File: config.mk
export PLATFORM = sky130hd
export DESIGN_NAME = trafgen_csr
export DESIGN_NICKNAME = d
export VERILOG_FILES = /design/src/rtl/trafgen_csr_pkg.sv /design/src/rtl/trafgen_csr_ctrl.sv /design/src/rtl/trafgen_csr_tally.sv /design/src/rtl/trafgen_csr_data.sv /design/src/rtl/trafgen_csr.sv
export SDC_FILE = /design/constraint.sdc
export NUM_CORES = 1
export LEC_CHECK = 0
export CAP_MARGIN = 0
export CORE_ASPECT_RATIO = 1.75
export CORE_UTILIZATION = 40
export DETAILED_ROUTE_END_ITERATION = 6
export GPL_TIMING_DRIVEN = 0
export PLACE_DENSITY = 0.71
export SLEW_MARGIN = 20
export SYNTH_ARGS = -nofsm -noshare
export SYNTH_HDL_FRONTEND = slang
export SYNTH_HIERARCHICAL = 1
export SYNTH_SLANG_ARGS = --single-unit
File: constraint.sdc
create_clock -name clk -period 2.6 [get_ports clk]
set_input_delay 0.52 -clock clk [delete_from_list [all_inputs] [get_ports clk]]
set_output_delay 0.52 -clock clk [all_outputs]
set_load 0.05 [all_outputs]
File: src/rtl/trafgen_csr_pkg.sv
package trafgen_csr_pkg;

  localparam int REG_W  = 32;
  localparam int BUS_AW = 5;

  typedef enum logic [2:0] {
    IDX_RADDR = 3'd0,
    IDX_RCNT  = 3'd1,
    IDX_RERR  = 3'd2,
    IDX_RCTL  = 3'd3,
    IDX_WADDR = 3'd4,
    IDX_WCNT  = 3'd5,
    IDX_WERR  = 3'd6,
    IDX_WCTL  = 3'd7
  } regIdx_e;

  // Strobes from the decoder to the register datapath
  typedef struct packed {
    logic readHit;
    logic rdAddrWe;
    logic rdCntWe;
    logic rdCtlWe;
    logic wrAddrWe;
    logic wrCntWe;
    logic wrCtlWe;
    logic rdCntRe;
    logic rdErrRe;
    logic wrCntRe;
  } strobe_t;

  typedef struct packed {
    logic       enable;
    logic [3:0] xfer;
    logic [3:0] target;
  } chanCtl_t;

endpackage

File: src/rtl/trafgen_csr_ctrl.sv
module trafgen_csr_ctrl
  import trafgen_csr_pkg::*;
(
  input  logic              busSel,
  input  logic              busWrite,
  input  logic [BUS_AW-1:0] busAddr,
  output strobe_t           strobes,
  output regIdx_e           readIdx
);

  logic    aligned;
  logic    wrHit;
  logic    rdHit;
  regIdx_e idx;

  assign aligned = (busAddr[1:0] == 2'b00);
  assign idx     = regIdx_e'(busAddr[4:2]);
  assign wrHit   = busSel && busWrite && aligned;
  assign rdHit   = busSel && !busWrite && aligned;
  assign readIdx = idx;

  always_comb begin
    strobes          = '0;
    strobes.readHit  = rdHit;
    strobes.rdAddrWe = wrHit && (idx == IDX_RADDR);
    strobes.rdCntWe  = wrHit && (idx == IDX_RCNT);
    strobes.rdCtlWe  = wrHit && (idx == IDX_RCTL);
    strobes.wrAddrWe = wrHit && (idx == IDX_WADDR);
    strobes.wrCntWe  = wrHit && (idx == IDX_WCNT);
    strobes.wrCtlWe  = wrHit && (idx == IDX_WCTL);
    strobes.rdCntRe  = rdHit && (idx == IDX_RCNT);
    strobes.rdErrRe  = rdHit && (idx == IDX_RERR);
    strobes.wrCntRe  = rdHit && (idx == IDX_WCNT);
  end

endmodule

File: src/rtl/trafgen_csr_tally.sv
module trafgen_csr_tally #(
  parameter int TALLY_W = 32
) (
  input  logic               clk,
  input  logic               rstN,
  input  logic               incr,
  input  logic               clear,
  output logic [TALLY_W-1:0] value
);

  localparam logic [TALLY_W-1:0] MAX_VAL = '1;
  localparam logic [TALLY_W-1:0] ONE_VAL = TALLY_W'(1);

  always_ff @(posedge clk) begin
    if (!rstN) begin
      value <= '0;
    end else if (clear) begin
      value <= incr ? ONE_VAL : '0;
    end else if (incr && (value != MAX_VAL)) begin
      value <= value + ONE_VAL;
    end
  end

endmodule

File: src/rtl/trafgen_csr_data.sv
module trafgen_csr_data
  import trafgen_csr_pkg::*;
#(
  parameter int TALLY_W    = 32,
  parameter int ALIGN_BITS = 6
) (
  input  logic             clk,
  input  logic             rstN,
  input  strobe_t          strobes,
  input  regIdx_e          readIdx,
  input  logic [REG_W-1:0] busWrData,
  output logic [REG_W-1:0] busRdData,
  input  logic             rdDone,
  input  logic             wrDone,
  input  logic             rdErr,
  output chanCtl_t         rdCtl,
  output chanCtl_t         wrCtl,
  output logic [REG_W-1:0] rdBase,
  output logic [REG_W-1:0] wrBase,
  output logic [REG_W-1:0] rdCount,
  output logic [REG_W-1:0] wrCount
);

  localparam int ADDR_KEEP = REG_W - ALIGN_BITS;
  localparam int NUM_TALLY = 3;
  localparam int T_RCNT    = 0;
  localparam int T_WCNT    = 1;
  localparam int T_RERR    = 2;

  logic [ADDR_KEEP-1:0] rdAddrQ;
  logic [ADDR_KEEP-1:0] wrAddrQ;
  logic [REG_W-1:0]     rdCntQ;
  logic [REG_W-1:0]     wrCntQ;
  chanCtl_t             rdCtlQ;
  chanCtl_t             wrCtlQ;
  chanCtl_t             ctlIn;

  logic [NUM_TALLY-1:0] tallyInc;
  logic [NUM_TALLY-1:0] tallyClr;
  logic [TALLY_W-1:0]   tallyVal [NUM_TALLY];

  // Bits of the write word that are never stored
  logic unusedWrBits;
  assign unusedWrBits = ^{busWrData[ALIGN_BITS-1:0], busWrData[30:8]};

  assign ctlIn.enable = busWrData[31];
  assign ctlIn.xfer   = busWrData[7:4];
  assign ctlIn.target = busWrData[3:0];

  always_ff @(posedge clk) begin
    if (!rstN) begin
      rdAddrQ <= '0;
      wrAddrQ <= '0;
      rdCntQ  <= '0;
      wrCntQ  <= '0;
      rdCtlQ  <= '0;
      wrCtlQ  <= '0;
    end else begin
      if (strobes.rdAddrWe) rdAddrQ <= busWrData[REG_W-1:ALIGN_BITS];
      if (strobes.wrAddrWe) wrAddrQ <= busWrData[REG_W-1:ALIGN_BITS];
      if (strobes.rdCntWe)  rdCntQ  <= busWrData;
      if (strobes.wrCntWe)  wrCntQ  <= busWrData;
      if (strobes.rdCtlWe)  rdCtlQ  <= ctlIn;
      if (strobes.wrCtlWe)  wrCtlQ  <= ctlIn;
    end
  end

  assign tallyInc[T_RCNT] = rdDone;
  assign tallyInc[T_WCNT] = wrDone;
  assign tallyInc[T_RERR] = rdErr;
  assign tallyClr[T_RCNT] = strobes.rdCntRe;
  assign tallyClr[T_WCNT] = strobes.wrCntRe;
  assign tallyClr[T_RERR] = strobes.rdErrRe;

  for (genvar g = 0; g < NUM_TALLY; g++) begin : gTally
    trafgen_csr_tally #(.TALLY_W(TALLY_W)) i_tally (
      .clk   (clk),
      .rstN  (rstN),
      .incr  (tallyInc[g]),
      .clear (tallyClr[g]),
      .value (tallyVal[g])
    );
  end

  function automatic logic [REG_W-1:0] packCtl(input chanCtl_t c);
    logic [REG_W-1:0] w;
    w       = '0;
    w[31]   = c.enable;
    w[7:4]  = c.xfer;
    w[3:0]  = c.target;
    return w;
  endfunction

  always_comb begin
    busRdData = '0;
    if (strobes.readHit) begin
      unique case (readIdx)
        IDX_RADDR: busRdData = {rdAddrQ, {ALIGN_BITS{1'b0}}};
        IDX_RCNT:  busRdData = REG_W'(tallyVal[T_RCNT]);
        IDX_RERR:  busRdData = REG_W'(tallyVal[T_RERR]);
        IDX_RCTL:  busRdData = packCtl(rdCtlQ);
        IDX_WADDR: busRdData = {wrAddrQ, {ALIGN_BITS{1'b0}}};
        IDX_WCNT:  busRdData = REG_W'(tallyVal[T_WCNT]);
        IDX_WERR:  busRdData = '0;
        IDX_WCTL:  busRdData = packCtl(wrCtlQ);
        default:   busRdData = '0;
      endcase
    end
  end

  assign rdCtl   = rdCtlQ;
  assign wrCtl   = wrCtlQ;
  assign rdBase  = {rdAddrQ, {ALIGN_BITS{1'b0}}};
  assign wrBase  = {wrAddrQ, {ALIGN_BITS{1'b0}}};
  assign rdCount = rdCntQ;
  assign wrCount = wrCntQ;

endmodule

File: src/rtl/trafgen_csr.sv
module trafgen_csr
  import trafgen_csr_pkg::*;
#(
  parameter int TALLY_W    = 32,
  parameter int ALIGN_BITS = 6
) (
  input  logic        clk,
  input  logic        rstN,
  input  logic        busSel,
  input  logic        busWrite,
  input  logic [4:0]  busAddr,
  input  logic [31:0] busWrData,
  output logic [31:0] busRdData,
  input  logic        rdDone,
  input  logic        wrDone,
  input  logic        rdErr,
  output logic        rdEnable,
  output logic [3:0]  rdTargetSize,
  output logic [3:0]  rdXferSize,
  output logic [31:0] rdBase,
  output logic [31:0] rdCount,
  output logic        wrEnable,
  output logic [3:0]  wrTargetSize,
  output logic [3:0]  wrXferSize,
  output logic [31:0] wrBase,
  output logic [31:0] wrCount
);

  strobe_t  strobes;
  regIdx_e  readIdx;
  chanCtl_t rdCtl;
  chanCtl_t wrCtl;

  trafgen_csr_ctrl i_ctrl (
    .busSel   (busSel),
    .busWrite (busWrite),
    .busAddr  (busAddr),
    .strobes  (strobes),
    .readIdx  (readIdx)
  );

  trafgen_csr_data #(
    .TALLY_W    (TALLY_W),
    .ALIGN_BITS (ALIGN_BITS)
  ) i_data (
    .clk       (clk),
    .rstN      (rstN),
    .strobes   (strobes),
    .readIdx   (readIdx),
    .busWrData (busWrData),
    .busRdData (busRdData),
    .rdDone    (rdDone),
    .wrDone    (wrDone),
    .rdErr     (rdErr),
    .rdCtl     (rdCtl),
    .wrCtl     (wrCtl),
    .rdBase    (rdBase),
    .wrBase    (wrBase),
    .rdCount   (rdCount),
    .wrCount   (wrCount)
  );

  assign rdEnable     = rdCtl.enable;
  assign rdTargetSize = rdCtl.target;
  assign rdXferSize   = rdCtl.xfer;
  assign wrEnable     = wrCtl.enable;
  assign wrTargetSize = wrCtl.target;
  assign wrXferSize   = wrCtl.xfer;

endmodule

# After elaboration in Yosys (flattened, before gate mapping)
# Cells that the tools add are included.
# W data, S select, Z words.
word_totals:
  input_bits: 44
  word_cells: 59
  output_inout_bits: 178
  regBits: 230
classes:
  n_eq_ne: 10
  mux: 11
  n_reduce_logical: 22
  addsub: 3
ops:
  columns: ["op", "count"]
  rows:
  - ["$pmux W32 S8", 1]
  - ["$mux W32", 7]
  - ["$add A32 B1 Y32 const B", 3]
  - ["$ne A32 B32 Y1 const B", 3]
  - ["$logic_and A1 B1 Y1", 16]
  - ["$eq A3 B3 Y1 const B", 4]
  - ["$eq A3 B2 Y1 const B", 2]
  - ["$reduce_bool A2 Y1", 3]
  - ["$eq A3 B1 Y1 const B", 1]
  - ["$logic_not A3 Y1", 1]
  - ["$mux W1", 3]
  - ["$logic_not A2 Y1", 1]
  - ["$logic_not A1 Y1", 1]

# Longest topological paths before layout
# Gate-level depths: netlist (run 1).
depth:
  ltp_word: 5
  mapped_depth: 8
  mapped_depth_nobuf: 6

# Modules after synthesis
# Netlist (run 1), hierarchy kept.
by_module_without_submodules:
  columns: ["module", "seq_area_each_um2", "area_per_inst_um2", "cells_per_inst", "n_inst"]
  rows:
  - ["trafgen_csr_data", 2682.6, 6571.3, 673, 1]
  - ["trafgen_csr_tally", 640.6, 1731.7, 208, 3]
  - ["trafgen_csr_ctrl", 0.0, 150.1, 21, 1]

# Worst setup path before layout (run 1)
# Ideal clock, no wire load.
synth_timing:
  kind: "input -> output"
  from: "in busAddr[2]"
  to: "out busRdData[31]"
  setup_slack_ps: -158
  n_path_buf: 4
  path_stages: 8
  arrival_ps: 2238
  required_ps: 2080
  cell_sequence: "buf_4 buf_2 nand2b_1 buf_2 buf_2 nor2_1 a211o_1 a21oi_1"
synth_between:
  elab_chain_len: 3
  word_cells_on_any_way: 10
  classes_between: "eq/ne (7); mux (2); reduce/logical (1)"
synth_lines:
  columns: ["item", "line_no", "text"]
  rows:
  - ["from (decl)", "trafgen_csr.sv:11", "input logic [4:0] busAddr,"]
  - ["$eq A3 B3 Y1 (tied with other cells)", "trafgen_csr_data.sv:97", "unique case (readIdx)"]
  - ["$pmux W32 S8 *", "trafgen_csr_data.sv:97", null]
  - ["$mux W32 *", "trafgen_csr_data.sv:96", "if (strobes.readHit) begin"]
  - ["to (decl)", "trafgen_csr.sv:13", "output logic [31:0] busRdData,"]
# Mark *: on every way between the ends. The rest lies on a longest branch, timed or not.

# Final worst setup path (run 1)
layout_timing:
  from: "in busAddr[1]"
  to: "out busRdData[7]"
layout_between:
  elab_chain_len: 3
layout_lines:
  columns: ["item", "line_no", "text"]
  rows:
  - ["$logic_not A2 Y1", "trafgen_csr_ctrl.sv:16", "assign aligned = (busAddr[1:0] == 2'b00);"]
  - ["$logic_and A1 B1 Y1", "trafgen_csr_ctrl.sv:19", "assign rdHit = busSel && !busWrite && aligned;"]
  - ["net i_ctrl.rdHit", "trafgen_csr_ctrl.sv:13", "logic rdHit;"]
  - ["$mux W32", "trafgen_csr_data.sv:96", null]
# The timed path passes the listed nets, and every way through them passes these cells.

==> impl.org, run 1 <==
** Outcome
- The flow ran to the end, and the final reports show no timing, DRC or antenna violations.

** Logic synthesis
- Summing the areas of all fa, ha and maj instances in the mapped netlist gives 0.315% of the synthesized area.
- Multiplexer cells account for 13.2% of the synthesized area.
- Synthesized area per cell :: 9.04 um2
- Number of warning messages in the yosys log :: 6
- For this run, asynchronously set or reset flops after synthesis account for 0%.
- Fraction of the mapped netlist area in compound gates :: 14.2%
- After synthesis, the netlist uses 60 different library cells.
- Flop and latch count out of synthesis :: 230
- Summing the areas of all xor and xnor instances in the mapped netlist gives 1.54% of the synthesized area.
- Fraction of the yosys area taken by sequential cells :: 38.6%
- Simple-gate share of the synthesized area :: 27.0%
- After technology mapping, the gate count stands at 1318.
- The synthesized design contains 0 enable-type register cells.
- Among all flip-flop cells after synthesis, the most frequent one is sky130_fd_sc_hd__dfxtp_1.
- After synthesis, the largest family of logic cells by area is simple AND/OR/NAND/NOR gates.
- Syn Std Cell Area :: 0.0119 mm2

** Layout
- ANT cells :: 0
- Share of cells above drive strength 1 :: 14.6%
- After routing the design area is 0.0160 mm2.
- Final net count :: 1613
- Area growth from synthesis to layout :: 33.9%
- Fill cells in the final layout number 2670.

** CTS
- H-tree depth reported by CTS :: 1
- Cts hold-fix bufs :: 0
- Clock tree synthesis inserted a total of 24 buffers.
- Clock latency of the later-clocked register in the worst-skew pair :: 0.56 ns
- Clock tree from TritonCTS :: yes
- Largest buffer count on any clock path :: 3
- Counting every sink on the clock net gives 230.
- Cell chosen for the clock root :: sky130_fd_sc_hd__clkbuf_16
- After clock tree synthesis, the clock-pin slew on the worst setup and hold paths is 0.06 ns.

** Placement
- The congestion estimate from routability-driven global placement came to 0.982.
- After legalization and detailed placement, the total HPWL measured 32000 um.
- Summing all placed instances gives a cell area of 0.0145 mm2.
- During placement, the flow inserted port buffers numbering 208.

** Global routing
- The via count of the first global-routing pass came to 10926.
- The first global-routing pass estimated 64700 um of wire.
- Entering global routing, the biggest net connects 18 pins.
- Global routing used 27.3% of the available tracks across all layers.
- The number of antenna violations at the first check in global routing came to 0.
- The total overflow left after global routing is 0.

** Routing
- Number of vias per cell after detailed routing :: 5.78
- Routed wire length per instance :: 21.5 um
- After the first detailed-routing iteration, the DRC count stood at 971.
- Drt total wl :: 42300 um
- Detailed-route via count :: 11367
- Number of nets still failing antenna checks after routing :: 0
- Count of TritonRoute iterations in the first routing pass :: 5
- For this run, design rule violations remaining after detail routing come to 0.

** Worst setup path
- For this run, the slowest stage of the critical path takes 0.59 ns.
- Largest delay share family, worst path :: buffers and inverters
- STA classifies the critical path startpoint as an input pin.
- STA puts the critical path data arrival time at 2.06 ns.
- Of all nets on the critical path, the largest fanout is 8.
- Critical path capture point type :: output pin
- Count of buffering cells on the critical path with inverters included :: 5
- Critical Setup Path Class :: in2out
- Register-to-register setup slack :: 0.36 ns
- Slowest stage cell, crit path :: sky130_fd_sc_hd__or4b_4
- Critical path required time :: 2.08 ns
- The critical path goes through clkdlybuf4s15_1 -> or4b_4 -> inv_4 -> buf_12 -> clkbuf_16 -> o21a_1 -> buf_4.

** Power and ir drop
- Net switching is 25.0% of the power.
- Of the total power, registers draw 45.1%.
- Switching power summed over all nets :: 1.98 mW
- In this run, the clock network consumes 46.8% of the power.
- Internal power comes to 5.93 mW.
- Peak VDD IR :: 0.507 mV
- Combinational logic is responsible for 8.1% of the overall power.
- Summed over all cells, the static leakage comes to 5.26 nW.
- PD cells :: 495 mW/mm2

** Floorplanning
- Die Area :: 0.0305 mm2
- The die is 230 um tall.
- Once the floorplan was initialized, standard cells occupied 40.7% of the core.
- The region available for standard cell placement spans 0.0293 mm2.
- 222 I/O pins were placed.
- In this run the horizontal extent of the chip is 132 um.
- Row generation in the floorplan step produced 83 rows.

** Timing
- The number of failing hold endpoints at the final stage was 0.
- Post-route clock skew :: 0.0307 ns
- Setup repair after global routing could not meet its margin everywhere.
- The number of pins exceeding their max-slew limit in the final report was 0.
- Total negative setup slack :: 0 ns
- Static timing analysis puts the maximum clock frequency at 0.388 GHz.
- Worst Max-Slew Pin Slew :: 1.05 ns
- Setup violations remaining at the end of the flow were counted as 0.
- Relative slew slack :: 30.1%
- Post-layout min period :: 2.58 ns
- After layout, the worst path uses 99.2% of the clock period.

** Run
- Max-cap violations in this run came to 0.

** Worst hold path
- The worst hold path belongs to the class reg2reg.
-- worst paths after layout --
kind | start | end | depth (start not counted)
worst min register to register | i_data/gTally[1].i_tally/value[12]$_SDFFE_PN0P_ | i_data/gTally[1].i_tally/value[13]$_SDFFE_PN0P_ | 2
worst max register to register | i_data/gTally[0].i_tally/value[6]$_SDFFE_PN0P_ | i_data/gTally[0].i_tally/value[27]$_SDFFE_PN0P_ | 6
worst max-delay path | busAddr[1] | busRdData[7] | 7
worst min-delay path | i_data/gTally[1].i_tally/value[12]$_SDFFE_PN0P_ | i_data/gTally[1].i_tally/value[13]$_SDFFE_PN0P_ | 2
-- routing by layer --
metal | share of wire, % | vias up | global-route usage, %
met2 | 51 | 466 | 49.8
met5 | 0 | - | 0
li1 | - | 5264 | -
met4 | 5.8 | 0 | 14.9
met3 | 6.0 | 130 | 4.24
met1 | 37 | 5507 | 29.8
-- layout make-up --
type / count / area (um2) / area share, %
plain buffers: 104 / 741 / 4.64
clock buffers: 30 / 663 / 4.16
clock inverters: 14 / 189 / 1.18
inverters: 10 / 40.0 / 0.251
multi-input cells: 983 / 7050 / 44.2
flip-flops and latches: 230 / 4620 / 28.9
well taps: 382 / 478 / 3.00
repair buffers: 213 / 2180 / 13.6
-- repair_timing --
item / in CTS / in global routing
resized for setup: 318 / 54
gates cloned: 3 / 1
endpoints found under the setup margin: 85 / 62
pin swaps: 20 / 6
buffers inserted: 0 / 1
-- worst register-to-register path, cell delays in order, from the launching register on --
cell,delay (ns)
sky130_fd_sc_hd__dfxtp_1,0.60
sky130_fd_sc_hd__nand3_2,0.22
sky130_fd_sc_hd__or2_4,0.33
sky130_fd_sc_hd__nor4_4,0.48
sky130_fd_sc_hd__buf_4,0.28
sky130_fd_sc_hd__o41ai_1,0.11
sky130_fd_sc_hd__a21oi_1,0.15
-- power by group through the flow --
stage | registers (mW) | logic [mW] | clock network, mW
floorplan | 3.66 | 0.305 | 0
global placement | 3.64 | 0.560 | 0
detailed placement | 3.64 | 0.565 | 0
CTS | 3.56 | 0.623 | 3.75
global route | 3.56 | 0.675 | 3.89
finish | 3.56 | 0.644 | 3.70
-- Yosys cell counts (4+ instances only) --
cell type / n / area (um2)
sky130_fd_sc_hd__o221a_2: 5 / 56.3
sky130_fd_sc_hd__and4_1: 15 / 131
sky130_fd_sc_hd__clkbuf_1: 44 / 165
sky130_fd_sc_hd__inv_1: 10 / 37.5
sky130_fd_sc_hd__o221a_1: 18 / 203
sky130_fd_sc_hd__nand2_1: 94 / 353
sky130_fd_sc_hd__mux4_2: 6 / 135
sky130_fd_sc_hd__and3_1: 15 / 93.8
sky130_fd_sc_hd__a31oi_1: 6 / 37.5
sky130_fd_sc_hd__or4_1: 18 / 135
sky130_fd_sc_hd__nor2_1: 104 / 390
sky130_fd_sc_hd__a21oi_1: 51 / 255
sky130_fd_sc_hd__nor4_4: 6 / 128
sky130_fd_sc_hd__nand3b_1: 4 / 30.0
sky130_fd_sc_hd__nand2b_1: 9 / 56.3
sky130_fd_sc_hd__o41ai_1: 9 / 78.8
sky130_fd_sc_hd__xnor2_1: 9 / 78.8
sky130_fd_sc_hd__xor2_1: 12 / 105
sky130_fd_sc_hd__dfxtp_1: 230 / 4600
sky130_fd_sc_hd__o211ai_1: 12 / 90.1
sky130_fd_sc_hd__nor2b_1: 139 / 870
sky130_fd_sc_hd__o31ai_1: 11 / 82.6
sky130_fd_sc_hd__a22oi_1: 26 / 195
sky130_fd_sc_hd__mux2i_1: 142 / 1420
sky130_fd_sc_hd__o21ai_1: 15 / 75.1
sky130_fd_sc_hd__buf_6: 7 / 78.8
sky130_fd_sc_hd__buf_2: 30 / 150
sky130_fd_sc_hd__buf_4: 23 / 173
sky130_fd_sc_hd__nand3_1: 38 / 190
sky130_fd_sc_hd__o21ai_0: 38 / 190
sky130_fd_sc_hd__a211oi_1: 23 / 173
sky130_fd_sc_hd__nand4b_1: 9 / 78.8
sky130_fd_sc_hd__nand4_1: 38 / 238
sky130_fd_sc_hd__or3_1: 30 / 188
sky130_fd_sc_hd__nor4_1: 7 / 43.8
sky130_fd_sc_hd__and2_1: 12 / 75.1
-- stage by stage --
stage          hold WS [ns]  total power, mW  std cells  utilization (%)  worst slack [ns]
3_5_place_dp          0.503             4.21       1919             49.6             -1.73
5_1_grt               0.533             8.12       1966             54.5           -0.0341
2_1_floorplan         0.452             3.97       1329                -            0.0310
6_report              0.515             7.91       1966             54.5            0.0206
4_1_cts               0.508             7.94       1965             54.1           0.00312
3_3_place_gp          0.486             4.20       1919             49.6             -1.67
-- layout by cell type (no fill, tap or decap), types with 15 or more instances in the layout --
master and instances:
sky130_fd_sc_hd__dfxtp_1 222, sky130_fd_sc_hd__clkdlybuf4s50_1 169, sky130_fd_sc_hd__mux2i_1 142, sky130_fd_sc_hd__nor2b_1 139, sky130_fd_sc_hd__nor2_1 104, sky130_fd_sc_hd__nand2_1 94
sky130_fd_sc_hd__a21oi_1 50, sky130_fd_sc_hd__nand3_1 38, sky130_fd_sc_hd__nand4_1 38, sky130_fd_sc_hd__buf_4 34, sky130_fd_sc_hd__o21ai_0 33, sky130_fd_sc_hd__clkbuf_1 30
sky130_fd_sc_hd__or3_1 30, sky130_fd_sc_hd__clkbuf_16 28, sky130_fd_sc_hd__buf_6 27, sky130_fd_sc_hd__a22oi_1 25, sky130_fd_sc_hd__o21ai_1 20, sky130_fd_sc_hd__buf_2 20
sky130_fd_sc_hd__or4_1 18, sky130_fd_sc_hd__and4_1 15, sky130_fd_sc_hd__and3_1 15
-- cells by family after synthesis --
kind of cell / Yosys count
adder cells (fa/ha/maj): 3
AO/OA/AOI/OAI: 237
multiplexers: 149
XOR/XNOR: 21
AND/OR/NAND/NOR: 561
other: 1
buffers and inverters: 116
flip-flops: 230
-- flip-flops by register name, summed over array words and instances (netlist names) --
signal and count:
i_data/gTally.i_tally/value 96, i_data/rdAddrQ 26, i_data/rdCount 32, i_data/rdCtl 9
i_data/wrAddrQ 26, i_data/wrCount 32, i_data/wrCtl 9
(Power assumes the default switching activity.)
==> run 2, diff against run 1 <==
Settings changed: ABC_AREA set to 1, PLACE_DENSITY 0.71 to 0.7.
==> impl.org, run 2 <==
** Placement
- After detailed placement, the total cell area comes to 0.0157 mm2.
- The congestion estimate from routability-driven global placement came to 0.951.
- Number of buffers inserted by port buffering :: 206
- HPWL reported at the end of detailed placement :: 39500 um
- After detailed placement, the design holds a cell count of 2744.
- Before CTS, the worst setup slack after placement is -1.53 ns.

** Power and ir drop
- Per report_power, the combinational group accounts for 8.9% of the total.
- PD cells :: 484 mW/mm2
- For this design the static power due to leakage is 6.92 nW.
- In this run, the clock network consumes 47.1% of the power.
- Internal power :: 6.07 mW
- Sequential cells burn 44.0% of the power.
- Net switching is 26.3% of the power.
- Post-layout power :: 8.23 mW
- The analysis attributes to net switching a power of 2.16 mW.
- VDD sags by at most 0.666 mV.

** Global routing
- Via count of the first global-routing pass :: 14238
- GR Overflow Total :: 0
- Initial antenna violation count :: 0
- The first global-routing pass estimated 78300 um of wire.
- Global routing used 29.8% of the available tracks across all layers.
- Entering global routing, the biggest net connects 18 pins.

** Routing
- Detailed-route via count :: 15101
- After detailed routing, the number of remaining DRC violations is 11.
- The first detailed-routing pass ran for 7 iterations.
- Number of nets still failing antenna checks after routing :: 0
- The final layout contains routed wiring with a total length of 51100 um.
- Dividing the detail-routed wire length by the instance count gives 18.3 um.
- For this block, the initial DRC count from the detailed router was 1292.
- After detailed routing, the number of vias per cell comes to 5.40.

** CTS
- The later pin in the worst-skew pair is clocked with a latency of 0.57 ns.
- Largest buffer count on any clock path :: 3
- The number of hold buffers added after CTS was 0.
- TritonCTS built the clock tree.
- Cell chosen for the clock root :: sky130_fd_sc_hd__clkbuf_16
- Clock-pin slew reported for the worst setup and hold paths after clock tree synthesis :: 0.06 ns
- The clock drives 230 sinks.
- Clock buffer count from CTS :: 24
- H-tree depth reported by CTS :: 1

** Worst setup path
- Number of cells traversed by the worst register-to-register path :: 10
- Data arrives at the worst endpoint at 2.03 ns.
- In this run the critical register-to-register path is launched from i_data/gTally[2].i_tally/value[1]$_SDFFE_PN0P_.
- CP startpoint kind :: input pin
- The worst setup path is captured at an output pin.
- For flop-to-flop paths, the worst setup slack is 0.42 ns.
- The setup path with the least slack is of type in2out.
- Critical path required time :: 2.08 ns
- Along the worst path, the maximum fanout reaches 5.
- The worst register-to-register path ends at i_data/gTally[2].i_tally/value[17]$_SDFFE_PN0P_.
- Launching instance or port of the critical path :: busAddr[3]

** Layout
- The finished layout holds 2799 standard cells, fillers aside.
- 0 antenna diodes ended up in the layout.
- i_data/gTally.i_tally/value holds more flip-flops than any other register.
- Compared with the post-synthesis result, the final layout area differs by 29.7%.
- Final net count :: 2428
- The register with the most flip-flops in the layout has 96 of them.
- Share of cells above drive strength 1 :: 9.92%
- Leaving out fill and tap cells, the most frequent cells in the layout are sky130_fd_sc_hd__nor2_1 (489), sky130_fd_sc_hd__nand2_1 (394), sky130_fd_sc_hd__dfxtp_1 (230).
- Leading cell type in the layout, fill and taps excluded :: sky130_fd_sc_hd__nor2_1
- Once layout is done, the placed cells without fillers occupy 0.0170 mm2.

** Logic synthesis
- Summing every instance area after synthesis gives 0.0131 mm2.
- The most used flip-flop cell after synthesis is sky130_fd_sc_hd__dfxtp_1.
- Mapped Cells :: 2127
- Fraction of synthesis flops using an asynchronous set or reset pin :: 0%
- During synthesis, Yosys emitted a total of 6 warnings.
- Library cells used by synthesis :: 31
- Fraction of the yosys area taken by sequential cells :: 35.1%
- List of most frequent post-synthesis cells :: sky130_fd_sc_hd__nor2_1 (505), sky130_fd_sc_hd__nand2_1 (395), sky130_fd_sc_hd__o21ai_0 (234), sky130_fd_sc_hd__dfxtp_1 (230), sky130_fd_sc_hd__nand3_1 (229)
- Synth top area cells :: sky130_fd_sc_hd__dfxtp_1 (35%), sky130_fd_sc_hd__nor2_1 (14%), sky130_fd_sc_hd__nand2_1 (11%), sky130_fd_sc_hd__o21ai_0 (8.9%), sky130_fd_sc_hd__nand3_1 (8.7%)
- The top cell type by area accounts for 35.1% of the synthesized area.
- Flop and latch count out of synthesis :: 230
- Among all cell types in the netlist, the one instantiated most often is sky130_fd_sc_hd__nor2_1.
- Counting flops with a built-in enable in the synthesized netlist gives 0.
- Each instance of the synthesized netlist takes up on average 6.17 um2.
- The biggest area contributor in the post-synthesis netlist is sky130_fd_sc_hd__dfxtp_1.

** Timing
- Relative slew slack :: 58.3%
- Max Clk Rate :: 0.392 GHz
- The number of pins exceeding their max-slew limit in the final report was 0.
- At the pin with the least slew margin, the transition time is 0.623 ns.
- Post-layout min period :: 2.55 ns
- Across the routed clock network, the largest skew measured is 0.0270 ns.
- The number of failing hold endpoints at the final stage came to 0.
- Once routing completed, OpenROAD measured the worst setup slack at 0.0486 ns.
- Worst Hold Slack :: 0.433 ns
- After layout, the worst path uses 98.1% of the clock period.
- Setup violations, final :: 0

** Outcome
- The final reports fail on design-rule violations.
- Result of the run :: finished, violations left

** Worst hold path
- For hold timing, the worst endpoint is i_data/gTally[0].i_tally/value[0]$_SDFFE_PN0P_.
- Instance count along the most critical hold path :: 3
- Worst hold path type :: in2reg
- Hold path start :: rdDone

** Floorplanning
- 222 I/O pins were placed.
- The floorplan step defined a core boundary enclosing 0.0322 mm2.
- The die is 139 um wide.
- Y dimension of the die :: 242 um
- For this configuration, the core starts out at a cell density of 40.7%.
- Die Area :: 0.0336 mm2
- The floorplan has 87 rows.

** Run
- Max-capacitance violation count :: 0
-- run 2: cell types whose count changed in the layout (fill, tap and decap cells not counted), sizes merged, moves of 23 or more --
cell    delta
o21ai    +195
inv      +184
o221a     -23
nand3    +189
a211oi    -23
nor2     +419
nor2b    -139
nand2    +326
mux2i    -142
or3       -31
a22oi     -26
-- run 2: repair_timing --
item	4_1_cts	5_1_grt
buffers inserted	6	4
setup endpoints to repair	49	43
resized for setup	326	24
pin swaps	16	8
endpoints found under the hold margin	0	0
gates cloned	1	1
-- run 2: metal layers --
metal | track usage [%] | routed length, um | vias to the layer above | part of all wire, %
met5 | 0 | 0 | - | 0
met4 | 19.3 | 3370 | 0 | 6.6
met3 | 3.09 | 3030 | 157 | 5.9
met2 | 53.7 | 25600 | 656 | 50
met1 | 33.0 | 19100 | 6981 | 37
li1 | - | - | 7307 | -
-- run 2: through the flow --
step / setup TNS [ns] / util, %
finish: 0 / 52.8
global route: -0.00156 / 52.8
CTS: -0.0197 / 52.5
detailed placement: -86.70 / 48.8
global placement: -80.92 / 48.8
floorplan: 0 / -
-- run 2: logic make-up after synthesis --
family          share of synthesized area, %
compound gates                          12.9
xor+xnor                               0.401
buf+inv                                 10.3
other cells                           0.0286
simple gates                            41.0
flops                                   35.1
fa+ha+maj                              0.286
-- run 2: power by group through the flow --
| stage | registers (mW) | clock network [mW] | logic (mW) |
|---|---|---|---|
| 6_report | 3.62 | 3.88 | 0.732 |
| 5_1_grt | 3.63 | 4.06 | 0.781 |
| 4_1_cts | 3.62 | 3.93 | 0.714 |
| 3_5_place_dp | 3.70 | 0 | 0.681 |
| 3_3_place_gp | 3.70 | 0 | 0.672 |
| 2_1_floorplan | 3.73 | 0 | 0.368 |
-- run 2: worst max-delay path, cell delays in order --
cell                      delay [ns]
sky130_fd_sc_hd__buf_2          0.16
sky130_fd_sc_hd__buf_6          0.15
sky130_fd_sc_hd__nand2_1        0.10
sky130_fd_sc_hd__nor2_4         0.21
sky130_fd_sc_hd__buf_4          0.17
sky130_fd_sc_hd__nand2_1        0.08
sky130_fd_sc_hd__o21ai_4        0.11
sky130_fd_sc_hd__nor2_1         0.09
sky130_fd_sc_hd__nor2_2         0.23
sky130_fd_sc_hd__buf_6          0.20
-- run 2: cell type report --
cell class	count	area (um2)
plain buffers	114	694
flip-flops and latches	230	4600
fillers	3278	15200
clock buffers	31	677
clock inverters	13	213
repair buffers	218	2150
well taps	400	500
multi-input cells	1592	7410
inverters	201	758
-- run 2: how the worst max path moves through the flow --
stage | endpoint | slack, ns | depth (start not counted)
3_5_place_dp | busRdData[12] | -1.53 | 9
4_1_cts | busRdData[2] | -0.01 | 11
3_3_place_gp | busRdData[12] | -1.53 | 9
5_1_grt | busRdData[25] | -0.002 | 9
2_1_floorplan | busRdData[31] | 0.04 | 7
6_report | busRdData[13] | 0.05 | 10
